## config.mk

```make
export PLATFORM = sky130hd
export DESIGN_NAME = xview_fifo_cell
export DESIGN_NICKNAME = d
export VERILOG_FILES = /design/src/rtl/xcell_pkg.sv /design/src/rtl/xcell_store.sv /design/src/rtl/xcell_engine.sv /design/src/rtl/xview_fifo_cell.sv
export SDC_FILE = /design/constraint.sdc
export NUM_CORES = 1
export LEC_CHECK = 0
export BUFFER_PORTS_ARGS = -buffer_cell sky130_fd_sc_hd__clkbuf_2
export CAP_MARGIN = 20
export CORE_UTILIZATION = 30
export CTS_CLUSTER_DIAMETER = 200
export DETAILED_ROUTE_END_ITERATION = 12
export GPL_TIMING_DRIVEN = 0
export PLACE_DENSITY_LB_ADDON = 0.3
export SYNTH_ARGS = -nofsm -noshare
export SYNTH_HDL_FRONTEND = slang
export SYNTH_SLANG_ARGS = --single-unit
export TNS_END_PERCENT = 5
```

## constraint.sdc

```tcl
create_clock -name clk -period 5.15 [get_ports clk]
set_input_delay 0.515 -clock clk [delete_from_list [all_inputs] [get_ports clk]]
set_output_delay 0.515 -clock clk [all_outputs]
set_load 0.01 [all_outputs]
```

## src/rtl/xcell_pkg.sv

```systemverilog
package xcell_pkg;

  typedef enum logic [3:0] {
    VW_RAW     = 4'd0,
    VW_TAG     = 4'd1,
    VW_EF_WAIT = 4'd2,
    VW_EF_POLL = 4'd3,
    VW_PV_WAIT = 4'd4,
    VW_PV_POLL = 4'd5
  } view_e;

  // status word field positions (decoded by software)
  localparam int unsigned BIT_EMPTY = 0;
  localparam int unsigned BIT_FULL  = 1;
  localparam int unsigned BIT_TRIG  = 16;
  localparam int unsigned BIT_MODE  = 17;
  localparam int unsigned LSB_OCC   = 18;
  localparam int unsigned LSB_DEPTH = 28;
  localparam int unsigned DEPTH_FLD_W = 4;

endpackage

```

## src/rtl/xcell_store.sv

```systemverilog
module xcell_store #(
  parameter int unsigned DW    = 32,
  parameter int unsigned DEPTH = 8,
  localparam int unsigned IW   = $clog2(DEPTH)
) (
  input  logic          clk,
  input  logic          rst_n,
  input  logic          wr_en,
  input  logic [IW-1:0] wr_idx,
  input  logic [DW-1:0] wr_data,
  input  logic [IW-1:0] rd_idx,
  output logic [DW-1:0] rd_data
);

  logic [DW-1:0] slot_q [DEPTH];

  for (genvar g = 0; g < DEPTH; g++) begin : g_slot
    always_ff @(posedge clk or negedge rst_n) begin
      if (!rst_n) begin
        slot_q[g] <= '0;
      end else if (wr_en && (wr_idx == IW'(g))) begin
        slot_q[g] <= wr_data;
      end
    end
  end

  assign rd_data = slot_q[rd_idx];

endmodule

```

## src/rtl/xcell_engine.sv

```systemverilog
module xcell_engine
  import xcell_pkg::*;
#(
  parameter int unsigned DW    = 32,
  parameter int unsigned DEPTH = 8,
  parameter int unsigned IDS   = 64,
  localparam int unsigned IW   = $clog2(DEPTH),
  localparam int unsigned OW   = IW + 1,
  localparam int unsigned RW   = $clog2(IDS)
) (
  // decoded access
  input  logic [3:0]    view,
  input  logic          write,
  input  logic [DW-1:0] wdata,
  input  logic [RW-1:0] rid,
  // current state
  input  logic          e_q,
  input  logic          f_q,
  input  logic          t_q,
  input  logic [IW-1:0] head_q,
  input  logic [OW-1:0] occ_q,
  input  logic [IDS-1:0] mask_q,
  input  logic [DW-1:0] head_data,
  // next state
  output logic          e_d,
  output logic          f_d,
  output logic          t_d,
  output logic [IW-1:0] head_d,
  output logic [OW-1:0] occ_d,
  output logic [IDS-1:0] mask_d,
  // storage write
  output logic          st_we,
  output logic [IW-1:0] st_idx,
  // response
  output logic [DW-1:0] rdata,
  output logic          blocked,
  output logic          wake
);

  logic          sync_view;
  logic          ef_view;
  logic          release_w;
  logic [DW-1:0] status_word;

  assign ef_view   = (view == VW_EF_WAIT) || (view == VW_EF_POLL);
  assign sync_view = (view == VW_EF_WAIT);

  always_comb begin
    status_word = '0;
    status_word[BIT_EMPTY] = e_q;
    status_word[BIT_FULL]  = f_q;
    status_word[BIT_TRIG]  = t_q;
    status_word[BIT_MODE]  = 1'b1;
    status_word[LSB_OCC +: OW] = occ_q;
    status_word[LSB_DEPTH +: DEPTH_FLD_W] = DEPTH_FLD_W'(IW);
  end

  always_comb begin
    e_d       = e_q;
    f_d       = f_q;
    t_d       = t_q;
    head_d    = head_q;
    occ_d     = occ_q;
    st_we     = 1'b0;
    st_idx    = head_q + occ_q[IW-1:0];
    rdata     = '0;
    blocked   = 1'b0;
    release_w = 1'b0;

    unique case (view)
      VW_RAW: begin
        if (write) begin
          if (occ_q != '0) begin
            st_we  = 1'b1;
            st_idx = head_q + occ_q[IW-1:0] - IW'(1);
          end
        end else begin
          rdata = head_data;
        end
      end

      VW_TAG: begin
        if (write) begin
          e_d = wdata[BIT_EMPTY];
          f_d = wdata[BIT_FULL];
          t_d = wdata[BIT_TRIG];
          if (wdata[BIT_EMPTY]) begin
            occ_d = '0;
          end
        end else begin
          rdata = status_word;
        end
      end

      VW_EF_WAIT, VW_EF_POLL: begin
        if (!write) begin
          f_d = 1'b0;
          if (sync_view && e_q) begin
            blocked = 1'b1;
          end else begin
            release_w = 1'b1;
            if (occ_q != '0) begin
              rdata  = head_data;
              head_d = head_q + IW'(1);
              occ_d  = occ_q - OW'(1);
            end
            if (occ_d == '0) begin
              e_d = 1'b1;
            end
          end
        end else begin
          e_d = 1'b0;
          if (sync_view && f_q) begin
            blocked = 1'b1;
          end else begin
            release_w = 1'b1;
            if (occ_q < OW'(DEPTH)) begin
              st_we = 1'b1;
              occ_d = occ_q + OW'(1);
            end
            if (occ_d == OW'(DEPTH)) begin
              f_d = 1'b1;
            end
          end
        end
      end

      VW_PV_WAIT, VW_PV_POLL: begin
        rdata = '0;
      end

      default: begin
        if (!write) begin
          rdata = '1;
        end
      end
    endcase
  end

  always_comb begin
    mask_d = mask_q;
    if (blocked) begin
      mask_d = mask_q | (IDS'(1) << rid);
    end else if (ef_view && release_w) begin
      mask_d = '0;
    end
  end

  assign wake = release_w && (mask_q != '0);

endmodule

```

## src/rtl/xview_fifo_cell.sv

```systemverilog
module xview_fifo_cell #(
  parameter int unsigned DW    = 32,
  parameter int unsigned DEPTH = 8,
  parameter int unsigned IDS   = 64,
  localparam int unsigned IW   = $clog2(DEPTH),
  localparam int unsigned OW   = IW + 1,
  localparam int unsigned RW   = $clog2(IDS)
) (
  input  logic           clk,
  input  logic           rst_n,
  input  logic           req_valid,
  output logic           req_ready,
  input  logic [3:0]     req_view,
  input  logic           req_write,
  input  logic [DW-1:0]  req_wdata,
  input  logic [RW-1:0]  req_id,
  output logic           resp_valid,
  input  logic           resp_ready,
  output logic [DW-1:0]  resp_data,
  output logic           resp_blocked,
  output logic           wake_valid,
  output logic [IDS-1:0] wake_mask
);

  logic           e_q, f_q, t_q;
  logic           e_d, f_d, t_d;
  logic [IW-1:0]  head_q, head_d;
  logic [OW-1:0]  occ_q, occ_d;
  logic [IDS-1:0] mask_q, mask_d;
  logic           st_we;
  logic [IW-1:0]  st_idx;
  logic [DW-1:0]  head_data;
  logic [DW-1:0]  rdata;
  logic           blocked;
  logic           wake;
  logic           take;

  assign req_ready = !resp_valid || resp_ready;
  assign take      = req_valid && req_ready;

  xcell_store #(.DW(DW), .DEPTH(DEPTH)) u_store (
    .clk     (clk),
    .rst_n   (rst_n),
    .wr_en   (take && st_we),
    .wr_idx  (st_idx),
    .wr_data (req_wdata),
    .rd_idx  (head_q),
    .rd_data (head_data)
  );

  xcell_engine #(.DW(DW), .DEPTH(DEPTH), .IDS(IDS)) u_engine (
    .view      (req_view),
    .write     (req_write),
    .wdata     (req_wdata),
    .rid       (req_id),
    .e_q       (e_q),
    .f_q       (f_q),
    .t_q       (t_q),
    .head_q    (head_q),
    .occ_q     (occ_q),
    .mask_q    (mask_q),
    .head_data (head_data),
    .e_d       (e_d),
    .f_d       (f_d),
    .t_d       (t_d),
    .head_d    (head_d),
    .occ_d     (occ_d),
    .mask_d    (mask_d),
    .st_we     (st_we),
    .st_idx    (st_idx),
    .rdata     (rdata),
    .blocked   (blocked),
    .wake      (wake)
  );

  // cell state
  always_ff @(posedge clk or negedge rst_n) begin
    if (!rst_n) begin
      e_q    <= 1'b1;
      f_q    <= 1'b0;
      t_q    <= 1'b0;
      head_q <= '0;
      occ_q  <= '0;
      mask_q <= '0;
    end else if (take) begin
      e_q    <= e_d;
      f_q    <= f_d;
      t_q    <= t_d;
      head_q <= head_d;
      occ_q  <= occ_d;
      mask_q <= mask_d;
    end
  end

  // response slot
  always_ff @(posedge clk or negedge rst_n) begin
    if (!rst_n) begin
      resp_valid   <= 1'b0;
      resp_data    <= '0;
      resp_blocked <= 1'b0;
    end else if (take) begin
      resp_valid   <= 1'b1;
      resp_data    <= rdata;
      resp_blocked <= blocked;
    end else if (resp_ready) begin
      resp_valid   <= 1'b0;
    end
  end

  // waiter release strobe
  always_ff @(posedge clk or negedge rst_n) begin
    if (!rst_n) begin
      wake_valid <= 1'b0;
      wake_mask  <= '0;
    end else begin
      wake_valid <= take && wake;
      wake_mask  <= (take && wake) ? mask_q : '0;
    end
  end

endmodule

```

==> results of run 1 <==
==> worst paths after layout <==
kind | startpoint | endpoint | cells past startpoint
min reg2reg | u_store.slot_q[39] | u_store.slot_q[39] | 1
max in group asynchronous | rst_n | u_store.slot_q[152] | 5
max | head_q[1] | u_store.slot_q[20] | 10
max reg2reg | head_q[1] | u_store.slot_q[20] | 10
min in group asynchronous | rst_n | mask_q[35] | 2
min | req_wdata[18] | u_store.slot_q[114] | 2
==> per-layer routing <==
metal  track usage  wire length (µm)  part of all wire
met3        0.0313              2330             0.048
met1         0.214             22000              0.46
met5             0                39           0.00081
met2         0.247             22600              0.47
met4        0.0401               984             0.020
==> power by group through the flow <==
stage	Clock [mW]	Combinational, mW	Sequential, mW
after floorplan	0	1.39	4.01
after detailed placement	0	1.99	4.07
after global placement	0	1.94	4.05
final	3.37	1.97	4.02
after global routing	3.59	2.14	4.07
after CTS	3.46	2.00	4.02
==> metrics by stage <==
step                std cells  utilization
floorplan                1334            -
global placement         2315        0.332
detailed placement       2319        0.334
CTS                      2404        0.359
global route             2405        0.359
finish                   2405        0.359
==> cell type report <==
type / instances / area, µm² / share of cell area
Clock inverter: 14 / 163 / 0.00735
Clock buffer: 70 / 1390 / 0.0626
Timing Repair Buffer: 150 / 865 / 0.0391
Multi-Input combinational cell: 815 / 7400 / 0.334
Sequential cell: 429 / 10700 / 0.485
Inverter: 10 / 37.5 / 0.00170
Tap cell: 837 / 1050 / 0.0473
Buffer: 80 / 505 / 0.0228
==> cells in the final DEF (no fill, tap or decap), drive strengths merged, types with 2 or more instances in the layout <==
cell type,count
a21oi,124
a221oi,7
a31oi,3
and2,66
buf,49
bufinv,2
clkbuf,250
clkinv,11
dfrtp,428
ha,5
inv,10
mux2,292
mux2i,2
mux4,64
nand2,20
nand2b,3
nand3,7
nand3b,3
nand4,6
nor2,121
nor2b,9
nor3,23
nor3b,2
nor4,21
nor4b,2
o211ai,2
o21ai,9
o22a,2
or2,2
or3b,2
or4,3
xnor2,4
xor2,2
==> worst register-to-register path: stages (launching register included) <==
cell	delay, ns
dfrtp_1	0.39
clkbuf_1	0.53
clkbuf_1	0.69
inv_1	0.16
fa_1	0.67
ha_1	0.22
nand4_4	0.18
xor2_4	0.28
nor3_4	0.46
buf_6	0.26
mux2_2	0.35
==> logic make-up after synthesis <==
kind of cell,after synthesis,share of synthesized area
compound gates,152,0.0449
fa+ha+maj,6,0.00442
mux,358,0.254
xor+xnor,6,0.00523
simple gates,293,0.0873
buf+inv,90,0.0291
flops,429,0.575
==> timing repair <==
action | 4_1_cts | 5_1_grt
setup buffers | 0 | 0
resized for setup | 0 | 0
endpoints found under the hold margin | 8 | 0
hold buffers | 1 | 0
==> state kept, by name, indices dropped and copies added (netlist names) <==
register / cells
wake_valid: 1
head_q: 3
mask_q: 64
resp_blocked: 1
occ_q: 4
f_q: 1
u_store.slot_q: 256
resp_valid: 1
wake_mask: 64
resp_data: 32
t_q: 1
e_q: 1
==> results.py, run 1 <==
metrics = {
    "worst_setup_path": {
        "crit_arrival_ns": 4.80,
        "end_kind": "flip-flop",
        "max_stage_delay_ns": 0.69,
        "crit_chain": "clkbuf_1 > clkbuf_1 > inv_1 > fa_1 > ha_1 > nand4_4 > xor2_4 > nor3_4 > buf_6 > mux2_2",
        "start_kind": "flip-flop",
        "cpMaxStageDelayCell": "clkbuf_1",
        "crit_family": "buffers and inverters",
        "worstPathMaxFanout": 10,
        "critical_path_buf_inv_count": 4,
        "reg2reg_setup_slack_ns": 0.82,
        "required_ns": 5.61,
        "worst-setup-path-type": "flip-flop to flip-flop",
        "cp_common_cell": "clkbuf_1",
    },
    "final_layout": {
        "drive_gt1_frac": 0.349,
        "final_cell_area_um2": 22100,
        "syn_to_final_growth_pct": 18.5,
        "antenna_cells": 0,
        "num-fill-cells": 5967,
        "nets": 1587,
    },
    "sta": {
        "rsz0062_at_grt": "no",
        "fin_worst_skew_ns": 0.0241,
        "finalWorstSetupSlack_ns": 0.816,
        "slew_violations": 0,
        "tightest_slew_ns": 1.00,
        "relSlewSlack": 0.330,
        "hold_slack_ns": 0.241,
        "post-route-period-util": 0.842,
        "period_minus_slack_ns": 4.33,
        "tns_ns": 0,
        "hold_viol": 0,
        "fmax_mhz": 231,
        "setup_viol": 0,
    },
    "die": {
        "core_area_um2": 61600,
        "die_h_um": 252,
        "die_area_um2": 63300,
        "placementRows": 91,
        "die_w_um": 252,
        "start_util": 0.303,
        "io_pins": 147,
    },
    "grt": {
        "grt_antenna_before_repair": 3,
        "grt_max_degree": 115,
        "grt_pass1_wl_mm": 75.2,
        "track_usage": 0.155,
        "gr-total-overflow": 0,
        "grt_pass1_vias": 12200,
    },
    "routing": {
        "first_pass_iters": 4,
        "via_per_inst": 4.78,
        "antenna_left": 0,
        "vias": 11500,
        "drtIter0Drc": 789,
        "wl_per_cell_um": 20.0,
        "drc": 0,
        "wl_mm": 48.0,
    },
    "placed_design": {
        "io_buffers": 144,
        "place_congestion": 0.806,
        "place_ws_ns": 0.783,
        "dp_hpwl_mm": 32.8,
        "post_dp_cell_area_um2": 20600,
    },
    "clock_tree": {
        "cts_tree": "done",
        "cts_buffer_depth": 3,
        "numCtsBuffers": 48,
        "htree_num_levels": 2,
        "cts.sinks": 429,
        "clk_latency_ns": 0.60,
        "cts-root-buf": "clkbuf_16",
        "clk_pin_slew_ns": 0.06,
    },
    "yosys": {
        "ys_seq_elements": 429,
        "ys_top_cells_by_area": "dfrtp_1 57%, mux2_2 12%, mux4_2 7.7%",
        "async_reset_ff_frac": 1.00,
        "synth-edff-count": 0,
        "synth_area_per_cell_um2": 14.0,
        "synth_area_leader_cell": "dfrtp_1",
        "yosysMostFrequentCell": "dfrtp_1",
        "netlist_instances": 1334,
        "netlist_top_cells_count": "428 x dfrtp_1, 204 x mux2_2, 124 x a21oi_1",
        "ys_types": 56,
        "synthesis.area_um2": 18700,
        "synth_seq_area_share": 0.575,
        "syn_nets": 1387,
        "yosysTopAreaCellShare": 0.573,
        "ys.flop_type": "dfrtp_1",
        "synth_warnings": 0,
    },
    "outcome": {
        "status": "finished clean",
    },
    "power_and_ir_drop": {
        "p_sw_frac": 0.281,
        "fin_total_pwr_mw": 9.35,
        "power_density_nw_per_um2": 423,
        "ir_worst_vdd_mv": 0.245,
        "p_int_mw": 6.72,
        "p_switching_mw": 2.63,
        "pwr-share-comb": 0.210,
        "clockPowerShare": 0.360,
        "power_frac_seq": 0.429,
        "p_leak_nw": 10.7,
    },
    "job": {
        "drv_cap": 0,
    },
    "worst_hold_path": {
        "hp-class": "input pin to flip-flop",
    },
}
No activity file was read; power rests on OpenSTA's default activity.
==> inputs of run 2 (changes only) <==
==> constraint.sdc (replaced) <==
create_clock -name clk -period 3.5 [get_ports clk]
set_input_delay 0.35 -clock clk [delete_from_list [all_inputs] [get_ports clk]]
set_output_delay 0.35 -clock clk [all_outputs]
set_load 0.01 [all_outputs]
==> results.py, run 2 (synthesis gave the netlist of run 1 again) <==
metrics = {
    "power_and_ir_drop": {
        "p_sw_frac": 0.281,
        "clockPowerShare": 0.359,
        "ir_worst_vdd_mv": 0.362,
        "p_leak_nw": 10.7,
        "power_frac_seq": 0.428,
        "pwr-share-comb": 0.213,
        "fin_total_pwr_mw": 13.8,
        "power_density_nw_per_um2": 619,
        "p_int_mw": 9.92,
        "p_switching_mw": 3.88,
    },
    "routing": {
        "drtIter0Drc": 825,
        "first_pass_iters": 5,
        "wl_per_cell_um": 20.0,
        "wl_mm": 48.3,
        "antenna_left": 0,
        "drc": 0,
        "vias": 11600,
        "via_per_inst": 4.80,
    },
    "clock_tree": {
        "clk_pin_slew_ns": 0.06,
        "cts-root-buf": "clkbuf_16",
        "cts_tree": "done",
        "cts.sinks": 429,
        "htree_num_levels": 2,
        "clk_latency_ns": 0.60,
        "cts_buffer_depth": 3,
        "numCtsBuffers": 48,
    },
    "placed_design": {
        "io_buffers": 144,
        "place_congestion": 0.806,
        "post_dp_cell_area_um2": 20600,
        "dp_hpwl_mm": 32.8,
        "placed_cells": 2319,
    },
    "worst_setup_path": {
        "worstPathMaxFanout": 10,
        "start_kind": "flip-flop",
        "end_kind": "flip-flop",
        "worst-setup-path-type": "flip-flop to flip-flop",
        "required_ns": 3.97,
        "crit_arrival_ns": 3.82,
    },
    "grt": {
        "gr-total-overflow": 0,
        "grt_pass1_vias": 12300,
        "track_usage": 0.155,
        "grt_pass1_wl_mm": 75.5,
        "grt_antenna_before_repair": 3,
        "grt_max_degree": 115,
    },
    "sta": {
        "relSlewSlack": 0.320,
        "setup_viol": 0,
        "period_minus_slack_ns": 3.35,
        "fmax_mhz": 299,
        "tightest_slew_ns": 1.02,
        "hold_viol": 0,
        "rsz0062_at_grt": "no",
        "slew_violations": 0,
        "fin_worst_skew_ns": 0.0242,
        "post-route-period-util": 0.957,
    },
    "job": {
        "drv_cap": 0,
    },
    "die": {
        "die_w_um": 252,
        "die_h_um": 252,
        "start_util": 0.303,
        "core_area_um2": 61600,
        "die_area_um2": 63300,
        "placementRows": 91,
        "io_pins": 147,
    },
    "final_layout": {
        "final_common_cell": "dfrtp_1",
        "most-common-layout-cells": "428 x dfrtp_1, 204 x mux2_2, 143 x clkbuf_2",
        "largest_reg_flops": 256,
        "reg.largest.list": "u_store.slot_q x256, mask_q x64, wake_mask x64",
        "drive_gt1_frac": 0.357,
        "fin_util": 0.362,
        "final_cells": 2415,
        "syn_to_final_growth_pct": 19.4,
        "regMostFlops": "u_store.slot_q",
        "nets": 1597,
        "num-fill-cells": 5952,
        "antenna_cells": 0,
        "final_cell_area_um2": 22300,
    },
    "outcome": {
        "status": "finished clean",
    },
    "worst_hold_path": {
        "hp-class": "input pin to flip-flop",
    },
}
run 2: critical path, stage by stage, from the launching register on:
cell and delay (ns):
dfrtp_1 0.41, buf_6 0.19, clkbuf_8 0.22, inv_1 0.08, fa_2 0.62, ha_1 0.30, nor4_2 0.33, a21oi_2 0.12
nor3_4 0.25, buf_12 0.15, buf_6 0.19, mux2_2 0.36
run 2: per-layer routing:
metal / GRT usage / part of all wire
met1: 0.213 / 0.46
met2: 0.249 / 0.47
met3: 0.0310 / 0.049
met4: 0.0411 / 0.021
met5: 0.00772 / 0.0022
run 2: cell type report:
type	count	area, µm²	area share
tap	837	1050	0.0470
clock buffer	70	1390	0.0621
buffer	80	523	0.0235
inverter	10	37.5	0.00168
timing repair buffer	160	990	0.0444
sequential	429	10700	0.482
clock inverter	14	163	0.00730
multi-input combinational	815	7410	0.332
run 2: power by group through the flow:
stage	Clock, mW	Sequential, mW	Combinational, mW
final	4.95	5.91	2.94
after global routing	5.29	5.99	3.19
after CTS	5.09	5.91	2.96
after detailed placement	0	5.99	2.93
after global placement	0	5.96	2.85
after floorplan	0	5.90	2.04
run 2: repair_timing:
item / in CTS / in global routing
endpoints found under the hold margin: 118 / 0
endpoints found under the setup margin: 256 / 241
setup buffers: 10 / 0
gates resized for setup: 5 / 5
pin swaps: 8 / 0
hold buffers: 1 / 0
run 2: final timing paths:
kind | startpoint | end | slack, ns | depth (start not counted)
min in group asynchronous | rst_n | mask_q[35] | 0.17 | 2
max in group asynchronous | rst_n | u_store.slot_q[152] | 1.58 | 5
min reg2reg | u_store.slot_q[92] | u_store.slot_q[92] | 0.48 | 1
max reg2reg | head_q[1] | u_store.slot_q[164] | 0.15 | 11
max | head_q[1] | u_store.slot_q[164] | 0.15 | 11
min | req_wdata[18] | u_store.slot_q[82] | 0.08 | 2
run 2: stage by stage:
step / worst slack (ns) / hold slack [ns] / setup TNS [ns]
after floorplan: 0.169 / 0.0544 / 0
after global placement: -7.46 / 0.462 / -3366.77
after detailed placement: -0.867 / 0.195 / -208.01
after CTS: 0.0372 / 0.0484 / 0
after global routing: 0.00125 / 0.0781 / 0
final: 0.151 / 0.0756 / 0
==> inputs of run 3 (changes only) <==
--- a/config.mk
+++ b/config.mk
@@ -7,11 +7,12 @@
 export LEC_CHECK = 0
 export BUFFER_PORTS_ARGS = -buffer_cell sky130_fd_sc_hd__clkbuf_2
 export CAP_MARGIN = 20
-export CORE_UTILIZATION = 30
+export CORE_UTILIZATION = 45
 export CTS_CLUSTER_DIAMETER = 200
 export DETAILED_ROUTE_END_ITERATION = 12
 export GPL_TIMING_DRIVEN = 0
 export PLACE_DENSITY_LB_ADDON = 0.3
+export RECOVER_POWER = 25
 export SYNTH_ARGS = -nofsm -noshare
 export SYNTH_HDL_FRONTEND = slang
 export SYNTH_SLANG_ARGS = --single-unit
==> constraint.sdc (replaced) <==
create_clock -name clk -period 3.5 [get_ports clk]
set_input_delay 0.875 -clock clk [delete_from_list [all_inputs] [get_ports clk]]
set_output_delay 0.875 -clock clk [all_outputs]
set_load 0.01 [all_outputs]
==> results.py, run 3 (synthesis gave the netlist of run 1 again) <==
metrics = {
    "outcome": {
        "status": "finished with violations",
        "failed_checks": "capacitance limit, slew limit",
    },
    "sta": {
        "hold_slack_ns": 0.227,
        "relSlewSlack": -0.589,
        "fmax_mhz": 298,
        "tightest_slew_ns": 2.38,
        "fin_worst_skew_ns": 0.0170,
        "hold_viol": 0,
        "post-route-period-util": 0.958,
        "setup_viol": 0,
        "rsz0062_at_grt": "no",
        "slew_violations": 192,
        "period_minus_slack_ns": 3.35,
        "finalWorstSetupSlack_ns": 0.147,
        "tns_ns": 0,
    },
    "routing": {
        "drtIter0Drc": 794,
        "via_per_inst": 5.55,
        "antenna_left": 0,
        "first_pass_iters": 6,
        "wl_mm": 44.2,
        "wl_per_cell_um": 21.0,
        "vias": 11700,
        "drc": 0,
    },
    "placed_design": {
        "place_ws_ns": -0.818,
        "io_buffers": 144,
        "post_dp_cell_area_um2": 20200,
        "dp_hpwl_mm": 29.6,
        "place_congestion": 0.875,
        "placed_cells": 2014,
    },
    "power_and_ir_drop": {
        "ir_worst_vdd_mv": 0.314,
        "p_leak_nw": 10.6,
        "power_density_nw_per_um2": 619,
    },
    "worst_setup_path": {
        "end_kind": "flip-flop",
        "crit-reg2reg-launch": "head_q[1]",
        "worstPathMaxFanout": 10,
        "reg2reg_depth": 11,
        "crit_arrival_ns": 3.81,
        "endpoint": "u_store.slot_q[57]",
        "worstSetupStartpoint": "head_q[1]",
        "reg2reg_setup_slack_ns": 0.15,
        "required_ns": 3.95,
        "worst-setup-path-type": "flip-flop to flip-flop",
        "worst_r2r_endpoint": "u_store.slot_q[57]",
        "start_kind": "flip-flop",
    },
    "die": {
        "die_h_um": 206,
        "die_area_um2": 42300,
        "start_util": 0.456,
        "die_w_um": 206,
        "core_area_um2": 40900,
        "placementRows": 74,
        "io_pins": 147,
    },
    "worst_hold_path": {
        "hp-class": "input pin to asynchronous set/reset pin",
    },
    "clock_tree": {
        "numCtsBuffers": 45,
        "htree_num_levels": 2,
        "postCtsHoldBufs": 0,
        "cts-root-buf": "clkbuf_16",
        "clk_pin_slew_ns": 0.06,
        "cts_buffer_depth": 3,
        "cts_tree": "done",
        "clk_latency_ns": 0.58,
        "cts.sinks": 429,
    },
    "final_layout": {
        "nets": 1590,
        "syn_to_final_growth_pct": 15.9,
        "reg.largest.list": "u_store.slot_q x256, mask_q x64, wake_mask x64",
        "regMostFlops": "u_store.slot_q",
        "final_cells": 2101,
        "drive_gt1_frac": 0.352,
        "final_cell_area_um2": 21700,
        "final_common_cell": "dfrtp_1",
        "most-common-layout-cells": "428 x dfrtp_1, 204 x mux2_2, 144 x clkbuf_2",
        "largest_reg_flops": 256,
    },
    "grt": {
        "gr-total-overflow": 0,
        "track_usage": 0.219,
        "grt_pass1_wl_mm": 70.5,
        "grt_max_degree": 120,
        "grt_antenna_before_repair": 3,
        "grt_pass1_vias": 12200,
    },
    "job": {
        "drv_cap": 2,
    },
}
run 3: changes by cell type in the layout (fill, tap and decap cells not counted), moves of 2 or more:
cell | previous run | this run
buf_16 | 4 | 2
clkbuf_16 | 49 | 45
clkbuf_8 | 10 | 8
inv_6 | 0 | 2
buf_12 | 4 | 2
diode_2 | 0 | 2
run 3: final cells by class:
| type | count | area (µm²) |
|---|---|---|
| Timing Repair Buffer | 156 | 883 |
| Buffer | 80 | 523 |
| Clock inverter | 12 | 133 |
| Antenna cell | 2 | 5.00 |
| Clock buffer | 65 | 1260 |
| Tap cell | 532 | 666 |
| Inverter | 10 | 37.5 |
| Fill cell | 3443 | 19300 |
| Sequential cell | 429 | 10700 |
| Multi-Input combinational cell | 815 | 7410 |
run 3: worst min path at each step:
stage / to / startpoint / depth (start not counted)
after global routing: u_store.slot_q[173] / rst_n / 1
after CTS: u_store.slot_q[205] / rst_n / 1
after global placement: u_store.slot_q[38] / u_store.slot_q[38] / 1
after detailed placement: u_store.slot_q[163] / u_store.slot_q[163] / 1
final: u_store.slot_q[205] / rst_n / 1
after floorplan: u_store.slot_q[161] / u_store.slot_q[161] / 1
run 3: layer usage:
metal / routed length [µm] / track usage / share of wire
met1: 19500 / 0.304 / 0.44
met5: 31 / 0 / 0.00070
met4: 1130 / 0.0656 / 0.026
met3: 2240 / 0.0420 / 0.051
met2: 21300 / 0.348 / 0.48
run 3: metrics by stage:
stage,util,power (mW)
after floorplan,-,7.95
after global placement,0.490,8.76
after detailed placement,0.493,8.86
after CTS,0.530,13.5
after global routing,0.529,14.0
final,0.529,13.4
run 3: worst max-delay path, stage by stage (launching register included):
cell	delay [ns]
dfrtp_1	0.39
buf_6	0.19
clkbuf_8	0.23
inv_1	0.09
fa_2	0.63
ha_1	0.29
nor4_2	0.30
a21oi_1	0.15
nor3_4	0.23
buf_4	0.18
buf_6	0.18
mux2_2	0.35
run 3: where the power goes:
part	internal [mW]	total (mW)	leakage (nW)	switching [mW]
Combinational	1.42	2.88	4.07	1.46
Sequential	5.59	5.92	5.85	0.336
Clock	2.65	4.61	0.689	1.96
Total	9.66	13.4	10.6	3.75
run 3: repair_timing:
action	4_1_cts	5_1_grt
setup endpoints to repair	256	239
resized for setup	5	4
endpoints found under the hold margin	0	0
buffers inserted	7	0
pin swaps	5	0
